`config.mk`:
```
export PLATFORM = sky130hd
export DESIGN_NAME = seg_desc_cache
export DESIGN_NICKNAME = d
export VERILOG_FILES = /design/src/rtl/seg_desc_pkg.sv /design/src/rtl/seg_fetch.sv /design/src/rtl/seg_bank.sv /design/src/rtl/seg_xlate.sv /design/src/rtl/seg_desc_cache.sv
export SDC_FILE = /design/constraint.sdc
export NUM_CORES = 1
export LEC_CHECK = 0
export ABC_AREA = 1
export BUFFER_PORTS_ARGS = -buffer_cell sky130_fd_sc_hd__buf_2
export CELL_PAD_IN_SITES_DETAIL_PLACEMENT = 1
export CELL_PAD_IN_SITES_GLOBAL_PLACEMENT = 1
export CORE_ASPECT_RATIO = 0.75
export CORE_UTILIZATION = 35
export DETAILED_ROUTE_END_ITERATION = 10
export PLACE_DENSITY = 0.72
export SLEW_MARGIN = 20
export SYNTH_ARGS = -nofsm -noshare
export SYNTH_HDL_FRONTEND = slang
export SYNTH_SLANG_ARGS = --single-unit
```
`constraint.sdc`:
```
create_clock -name clk -period 7.9 [get_ports clk]
set_clock_uncertainty 0.05 [all_clocks]
set_input_delay 1.185 -clock clk [delete_from_list [all_inputs] [get_ports clk]]
set_output_delay 1.185 -clock clk [all_outputs]
set_load 0.01 [all_outputs]
```
`src/rtl/seg_desc_pkg.sv`:
```
package seg_desc_pkg;
  localparam int unsigned LIN_W         = 32;
  localparam int unsigned WORD_W        = 32;
  localparam int unsigned SEL_W         = 16;
  localparam int unsigned NUM_SEG       = 6;
  localparam int unsigned SEG_W         = 3;
  localparam int unsigned LIM_RAW_W     = 20;
  localparam int unsigned GRAN_BIT      = LIM_RAW_W;
  localparam int unsigned ATTR_LSB      = GRAN_BIT + 1;
  localparam int unsigned ATTR_W        = WORD_W - ATTR_LSB;
  localparam int unsigned GRAN_SHIFT    = LIN_W - LIM_RAW_W;
  localparam int unsigned DESC_BYTES_LG = 3;

  typedef enum logic [SEG_W-1:0] {
    SEG_ES = 3'd0,
    SEG_CS = 3'd1,
    SEG_SS = 3'd2,
    SEG_DS = 3'd3,
    SEG_FS = 3'd4,
    SEG_GS = 3'd5
  } seg_id_e;

  typedef struct packed {
    logic [LIN_W-1:0]  base;
    logic [LIN_W-1:0]  limit;
    logic [ATTR_W-1:0] attr;
  } seg_hidden_t;

  function automatic seg_hidden_t hidden_reset();
    seg_hidden_t h;
    h.base  = '0;
    h.limit = '1;
    h.attr  = '0;
    return h;
  endfunction

  function automatic seg_hidden_t decode_desc(input logic [WORD_W-1:0] lo,
                                              input logic [WORD_W-1:0] hi);
    seg_hidden_t d;
    logic [LIM_RAW_W-1:0] raw;
    raw    = hi[LIM_RAW_W-1:0];
    d.base = lo;
    if (hi[GRAN_BIT]) d.limit = {raw, {GRAN_SHIFT{1'b1}}};
    else              d.limit = LIN_W'(raw);
    d.attr = hi[ATTR_LSB +: ATTR_W];
    return d;
  endfunction
endpackage

```
`src/rtl/seg_fetch.sv`:
```
module seg_fetch
  import seg_desc_pkg::*;
(
  input  logic              clk,
  input  logic              rst_n,
  input  logic              cfg_we,
  input  logic [LIN_W-1:0]  cfg_tbl_base,
  input  logic              start,
  input  logic [SEG_W-1:0]  start_seg,
  input  logic [SEL_W-1:0]  start_sel,
  output logic              busy,
  output logic [SEG_W-1:0]  busy_seg,
  output logic              mem_req_valid,
  input  logic              mem_req_ready,
  output logic [LIN_W-1:0]  mem_req_addr,
  input  logic              mem_rsp_valid,
  input  logic [WORD_W-1:0] mem_rsp_data,
  output logic              commit,
  output logic [SEG_W-1:0]  commit_seg,
  output seg_hidden_t       commit_desc
);
  typedef enum logic [2:0] {
    F_IDLE, F_REQ_LO, F_WAIT_LO, F_REQ_HI, F_WAIT_HI
  } fstate_e;

  localparam int unsigned      IDX_PAD = LIN_W - SEL_W - DESC_BYTES_LG;
  localparam logic [LIN_W-1:0] HI_STEP = LIN_W'(WORD_W / 8);

  fstate_e           state_q;
  logic [LIN_W-1:0]  tbl_base_q;
  logic [LIN_W-1:0]  desc_addr_q;
  logic [WORD_W-1:0] lo_word_q;
  logic [SEG_W-1:0]  seg_q;
  logic              start_ok;

  assign start_ok = start && (start_seg < SEG_W'(NUM_SEG));

  always_ff @(posedge clk) begin
    if (!rst_n) begin
      state_q     <= F_IDLE;
      tbl_base_q  <= '0;
      desc_addr_q <= '0;
      lo_word_q   <= '0;
      seg_q       <= '0;
    end else begin
      if (cfg_we) tbl_base_q <= cfg_tbl_base;
      case (state_q)
        F_IDLE: if (start_ok) begin
          seg_q       <= start_seg;
          desc_addr_q <= tbl_base_q +
                         {{IDX_PAD{1'b0}}, start_sel, {DESC_BYTES_LG{1'b0}}};
          state_q     <= F_REQ_LO;
        end
        F_REQ_LO:  if (mem_req_ready) state_q <= F_WAIT_LO;
        F_WAIT_LO: if (mem_rsp_valid) begin
          lo_word_q <= mem_rsp_data;
          state_q   <= F_REQ_HI;
        end
        F_REQ_HI:  if (mem_req_ready) state_q <= F_WAIT_HI;
        F_WAIT_HI: if (mem_rsp_valid) state_q <= F_IDLE;
        default:   state_q <= F_IDLE;
      endcase
    end
  end

  assign busy          = (state_q != F_IDLE);
  assign busy_seg      = seg_q;
  assign mem_req_valid = (state_q == F_REQ_LO) || (state_q == F_REQ_HI);
  assign mem_req_addr  = (state_q == F_REQ_HI) ? desc_addr_q + HI_STEP : desc_addr_q;
  assign commit        = (state_q == F_WAIT_HI) && mem_rsp_valid;
  assign commit_seg    = seg_q;
  assign commit_desc   = decode_desc(lo_word_q, mem_rsp_data);

  // a request waiting on the memory keeps its address
  a_r3_req_hold: assert property (@(posedge clk) disable iff (!rst_n)
    mem_req_valid && !mem_req_ready |=> mem_req_valid && $stable(mem_req_addr));
endmodule

```
`src/rtl/seg_bank.sv`:
```
module seg_bank
  import seg_desc_pkg::*;
(
  input  logic             clk,
  input  logic             rst_n,
  input  logic             sel_we,
  input  logic [SEG_W-1:0] sel_wseg,
  input  logic [SEL_W-1:0] sel_wval,
  input  logic             commit,
  input  logic [SEG_W-1:0] commit_seg,
  input  seg_hidden_t      commit_desc,
  input  logic [SEG_W-1:0] rd_seg,
  output logic             rd_ok,
  output seg_hidden_t      rd_desc,
  output logic [SEL_W-1:0] rd_sel
);
  seg_hidden_t      hid_q [NUM_SEG];
  logic [SEL_W-1:0] vis_q [NUM_SEG];

  for (genvar g = 0; g < NUM_SEG; g++) begin : g_seg
    always_ff @(posedge clk) begin
      if (!rst_n) begin
        hid_q[g] <= hidden_reset();
        vis_q[g] <= '0;
      end else begin
        if (sel_we && sel_wseg == SEG_W'(g)) vis_q[g] <= sel_wval;
        if (commit && commit_seg == SEG_W'(g)) hid_q[g] <= commit_desc;
      end
    end
  end

  always_comb begin
    rd_ok   = 1'b0;
    rd_desc = hidden_reset();
    rd_sel  = '0;
    for (int i = 0; i < NUM_SEG; i++) begin
      if (rd_seg == SEG_W'(i)) begin
        rd_ok   = 1'b1;
        rd_desc = hid_q[i];
        rd_sel  = vis_q[i];
      end
    end
  end
endmodule

```
`src/rtl/seg_xlate.sv`:
```
module seg_xlate
  import seg_desc_pkg::*;
(
  input  logic              clk,
  input  logic              rst_n,
  input  logic              xl_valid,
  input  logic [LIN_W-1:0]  xl_off,
  input  logic              seg_blocked,
  input  logic              rd_ok,
  input  seg_hidden_t       rd_desc,
  input  logic [SEL_W-1:0]  rd_sel,
  output logic              xl_ready,
  input  logic              res_ready,
  output logic              res_valid,
  output logic [LIN_W-1:0]  res_addr,
  output logic              res_fault,
  output logic [ATTR_W-1:0] res_attr,
  output logic [SEL_W-1:0]  res_sel
);
  logic             accept;
  logic             bad;
  logic [LIN_W-1:0] sum;

  assign xl_ready = !seg_blocked && (!res_valid || res_ready);
  assign accept   = xl_valid && xl_ready;
  assign bad      = !rd_ok || (xl_off > rd_desc.limit);
  assign sum      = rd_desc.base + xl_off;

  always_ff @(posedge clk) begin
    if (!rst_n) begin
      res_valid <= 1'b0;
      res_addr  <= '0;
      res_fault <= 1'b0;
      res_attr  <= '0;
      res_sel   <= '0;
    end else if (accept) begin
      res_valid <= 1'b1;
      res_fault <= bad;
      res_addr  <= bad ? '0 : sum;
      res_attr  <= rd_desc.attr;
      res_sel   <= rd_sel;
    end else if (res_ready) begin
      res_valid <= 1'b0;
    end
  end

  // a stalled result does not change
  a_r9_res_hold: assert property (@(posedge clk) disable iff (!rst_n)
    res_valid && !res_ready |=> res_valid && $stable(res_addr) && $stable(res_fault));

  // a faulting result carries no address
  a_r6_fault_addr: assert property (@(posedge clk) disable iff (!rst_n)
    res_valid && res_fault |-> res_addr == '0);
endmodule

```
`src/rtl/seg_desc_cache.sv`:
```
module seg_desc_cache
  import seg_desc_pkg::*;
(
  input  logic              clk,
  input  logic              rst_n,
  input  logic              cfg_we,
  input  logic [LIN_W-1:0]  cfg_tbl_base,
  input  logic              sel_valid,
  output logic              sel_ready,
  input  logic [SEG_W-1:0]  sel_seg,
  input  logic [SEL_W-1:0]  sel_value,
  output logic              mem_req_valid,
  input  logic              mem_req_ready,
  output logic [LIN_W-1:0]  mem_req_addr,
  input  logic              mem_rsp_valid,
  input  logic [WORD_W-1:0] mem_rsp_data,
  input  logic              xl_valid,
  output logic              xl_ready,
  input  logic [SEG_W-1:0]  xl_seg,
  input  logic [LIN_W-1:0]  xl_off,
  output logic              res_valid,
  input  logic              res_ready,
  output logic [LIN_W-1:0]  res_addr,
  output logic              res_fault,
  output logic [ATTR_W-1:0] res_attr,
  output logic [SEL_W-1:0]  res_sel
);
  logic             fetch_busy;
  logic [SEG_W-1:0] busy_seg;
  logic             sel_acc;
  logic             commit;
  logic [SEG_W-1:0] commit_seg;
  seg_hidden_t      commit_desc;
  logic             rd_ok;
  seg_hidden_t      rd_desc;
  logic [SEL_W-1:0] rd_sel;
  logic             seg_blocked;

  assign sel_ready   = !fetch_busy;
  assign sel_acc     = sel_valid && sel_ready;
  assign seg_blocked = fetch_busy && (xl_seg == busy_seg);

  seg_fetch u_fetch (
    .clk, .rst_n, .cfg_we, .cfg_tbl_base,
    .start(sel_acc), .start_seg(sel_seg), .start_sel(sel_value),
    .busy(fetch_busy), .busy_seg,
    .mem_req_valid, .mem_req_ready, .mem_req_addr,
    .mem_rsp_valid, .mem_rsp_data,
    .commit, .commit_seg, .commit_desc
  );

  seg_bank u_bank (
    .clk, .rst_n,
    .sel_we(sel_acc), .sel_wseg(sel_seg), .sel_wval(sel_value),
    .commit, .commit_seg, .commit_desc,
    .rd_seg(xl_seg), .rd_ok, .rd_desc, .rd_sel
  );

  seg_xlate u_xlate (
    .clk, .rst_n, .xl_valid, .xl_off, .seg_blocked,
    .rd_ok, .rd_desc, .rd_sel, .xl_ready,
    .res_ready, .res_valid, .res_addr, .res_fault, .res_attr, .res_sel
  );

  // no request is taken on a segment that is being refilled
  a_r7_pending_block: assert property (@(posedge clk) disable iff (!rst_n)
    xl_valid && xl_ready |-> !(fetch_busy && xl_seg == busy_seg));

  // a write to a valid segment starts a memory read and blocks further writes
  a_r2_fetch_starts: assert property (@(posedge clk) disable iff (!rst_n)
    sel_valid && sel_ready && (sel_seg < SEG_W'(NUM_SEG)) |=> mem_req_valid && !sel_ready);

  // a write to an unused segment code issues no read
  a_r8_invalid_no_fetch: assert property (@(posedge clk) disable iff (!rst_n)
    sel_valid && sel_ready && (sel_seg >= SEG_W'(NUM_SEG)) |=> !mem_req_valid);
endmodule

```
==> PnR_summary.wiki <==
{| class="wikitable"
! Metric !! Value
|-
| Status || finished, final reports clean
|-
| Max-capacitance violation count || 0
|-
| Fin crit period || 5.43 ns
|-
| Global-route wire length before repair || 171 mm
|-
| Overall die width || 358 um
|-
| Crit-path max cell delay || 0.53 ns
|-
| Total overflow reported by the global router || 0
|-
| Cell type contributing the most total cell area after synthesis || edfxtp_1
|-
| Sequential-to-total area share from yosys stat || 59.2%
|-
| Warning count from the yosys run || 0
|-
| Reg2reg end || u_xlate.res_addr[6]
|-
| Height of the chip || 269 um
|-
| Worst-Skew Late Latency || 0.64 ns
|-
| Global-route usage over all layers || 23.7%
|-
| Clock root cell || clkbuf_16
|-
| Maximum number of pins on one net before global-route repair || 66
|-
| Final-report hold violation count || 0
|-
| Worst-Margin Slew || 1.17 ns
|-
| I/O Pins || 222
|-
| Finish-stage setup viols || 0
|-
| Buffer and inverter count on the worst path || 8
|-
| Kind of cell with the highest combined delay on the critical path || buffers and inverters
|-
| Layout cells sized above 1 || 11.2%
|-
| Maximum ir drop on the vdd rail || 0.148 mV
|-
| Longest Clk Path Bufs || 3
|-
| Routed vias || 26977
|-
| Post-cts repair resize count || 0
|-
| Worst hold path type || register to register
|-
| Syn nets || 3738
|-
| IO buf count || 221
|-
| Post-CTS setup repair buffer count || 0
|-
| Synth top cells by count || nand2_1, nor2_1, edfxtp_1
|-
| Area of the die || 96100 um2
|-
| Wirelength, routed || 115 mm
|-
| Setup Crit Path Kind || input pin to register
|-
| Commonest register cell after synthesis || edfxtp_1
|-
| Area of the mapped netlist || 33200 um2
|-
| Total count of max-transition violations in the final report || 0
|-
| Async SR Flop Fraction || 0%
|-
| Logic depth of the worst register-to-register path || 12
|-
| CP endpoint kind || register
|-
| Worst max-slew margin expressed relative to the limit || 21.9%
|-
| Top cell type's share of synthesized area || 49.4%
|-
| HPWL after DPL || 76.6 mm
|-
| Unique masters post-synth || 50
|-
| Hold path startpoint || u_fetch.tbl_base_q[0]
|-
| DR DRC count || 0
|-
| Clock slew seen by the registers of the worst setup and hold paths || 0.06 ns
|-
| Placer congestion estimate || 0.915
|-
| Cell count after synthesis || 3530
|-
| Critical Path Stages || 22
|-
| Antenna cells || 0
|-
| Drt wl/cell || 23.0 um
|-
| Nets@finish || 3911
|-
| Number of global-route vias before repair || 27151
|-
| Count of flip-flops with a built-in enable after synthesis || 546
|-
| F_max || 0.184 GHz
|-
| Setup TNS || 0 ns
|-
| Average instance area after synthesis || 9.40 um2
|-
| Element type at the critical path start || input pin
|-
| Post-CTS Hold Fix Bufs || 0
|-
| WHS Endpoint || u_fetch.desc_addr_q[0]
|-
| Filler instances || 10777
|-
| Standard-cell row count || 97
|-
| Required arrival time at the worst endpoint || 8.40 ns
|-
| Critical path, cell by cell || buf_2, inv_1, nor2_1, nand2_2, buf_4, inv_2, buf_4, nor3_1, a21oi_1, o31ai_1, inv_1, ha_1, nand2_1, nor2_1, nand4_1, nor3_1, o21bai_1, buf_4, nand2_1, inv_2, nand2_1, a21oi_1
|-
| Setup repair after global routing missed its margin || no
|-
| Flip-flop and latch count after synthesis || 709
|-
| Core Footprint || 93700 um2
|-
| Clock tree from TritonCTS || built
|-
| Number of sinks driven by the clock tree || 709
|-
| Critical path data arrival time || 5.93 ns
|-
| Final instance area || 38000 um2
|-
| Power density relative to cell area || 250 nW/um2
|-
| Detailed Route Iter0 Violations || 2301
|-
| Register-to-Register Setup Slack || 4.39 ns
|-
| Number of H-tree levels || 3
|-
| Maximum fanout along the worst path || 37
|-
| Number of routed nets with antenna violations || 0
|-
| Worst R2R Start || u_fetch.state_q[0]
|-
| Starting density of the core || 35.4%
|-
| Most common cell in the netlist || nand2_1
|-
| Cell types with the largest area share after synthesis || edfxtp_1, dfxtp_1, nand2_1
|-
| Final cycle utilization of the critical path || 68.7%
|-
| Length of the first detailed-routing pass in iterations || 7
|-
| Worst path slowest cell || buf_4
|-
| Cell area after placement || 35500 um2
|-
| Via count normalized by instance count || 5.39
|-
| Leakage || 14.5 nW
|-
| Area growth from synthesis to layout || 14.6%
|-
| Number of buffers created by CTS || 76
|-
| Hold path cells || 2
|-
| Antenna violations before repair || 2
|}
[per-stage QoR]
step	util [%]	setup slack [ns]	total power, W	std cells	hold WS, ns
floorplan	-	3.81	0.00527	3530	0.387
global placement	37.9	2.21	0.00583	4862	0.401
detailed placement	37.9	1.95	0.00587	4862	0.405
CTS	40.6	2.61	0.00954	5001	0.408
global route	40.6	2.33	0.00984	5001	0.419
finish	40.6	2.47	0.00951	5001	0.410
[worst max path at each step]
stage / start / to / slack (ns)
finish: xl_seg[1] / u_xlate.res_addr[6] / 2.47
floorplan: xl_seg[1] / u_xlate.res_addr[18] / 3.81
global placement: xl_seg[2] / u_xlate.res_addr[18] / 2.21
global route: xl_seg[1] / u_xlate.res_addr[8] / 2.33
CTS: xl_seg[1] / u_xlate.res_addr[22] / 2.61
detailed placement: xl_seg[1] / u_xlate.res_addr[22] / 1.95
[layout make-up]
cell class | instances | area (um2) | share of cell area [%]
inverters | 292 | 1100 | 2.88
multi-input cells | 2360 | 11800 | 31.0
well taps | 1237 | 1550 | 4.07
clock buffers | 101 | 2100 | 5.51
clock inverters | 38 | 435 | 1.14
flip-flops and latches | 709 | 19700 | 51.7
repair buffers | 264 | 1430 | 3.76
[flip-flops by register name (all words and copies together) (netlist names)]
signal	cells
u_bank.hid_q	450
u_bank.vis_q	96
u_fetch.desc_addr_q	32
u_fetch.lo_word_q	32
u_fetch.tbl_base_q	32
u_xlate.res_addr	32
u_xlate.res_sel	16
u_xlate.res_attr	11
u_fetch.busy_seg	3
u_fetch.state_q	3
u_xlate.res_fault	1
u_xlate.res_valid	1
[report_power, final]
group          switching, W  total (W)  internal (W)
sequential         0.000120    0.00437       0.00425
clock               0.00156    0.00370       0.00214
combinational       0.00106    0.00144      0.000383
[worst register-to-register path: cells and delay by family (launching register included)]
family / cells / cell delay [ns]
buffers and inverters: 3 / 0.91
DFF: 1 / 0.35
AOI/OAI and AO/OA: 3 / 0.93
and+or+nand+nor: 6 / 1.20
[cell families after synthesis]
logic type                 count (synthesis)  synth area share [%]
AOI/OAI and AO/OA                        545                  9.78
xor gates and xnor gates                  59                  1.56
adders and majority gates                 82                  3.14
buffers and inverters                    461                  5.47
DFF                                      709                  59.2
muxes                                      8                 0.241
and+or+nand+nor                         1666                  20.6
[layer usage]
layer,share of wire [%],global-route usage [%],up-vias
met5,0,0,-
met4,2.5,6.85,0
met3,6.6,3.27,169
met2,45,37.7,879
met1,46,33.6,13561
li1,-,-,12368
[cells in the final DEF (no fill, tap or decap), types with 32 or more instances in the layout]
| cell | n |
|---|---|
| dfxtp_1 | 163 |
| o22ai_1 | 32 |
| buf_2 | 220 |
| nor2_1 | 580 |
| edfxtp_1 | 546 |
| buf_4 | 44 |
| nand2_1 | 794 |
| clkbuf_16 | 77 |
| ha_1 | 80 |
| nor3_1 | 52 |
| inv_1 | 281 |
| nand4_1 | 49 |
| o21ai_0 | 136 |
| xor2_1 | 46 |
| a21oi_1 | 237 |
| nand3_1 | 135 |
(Power assumes the default switching activity.)
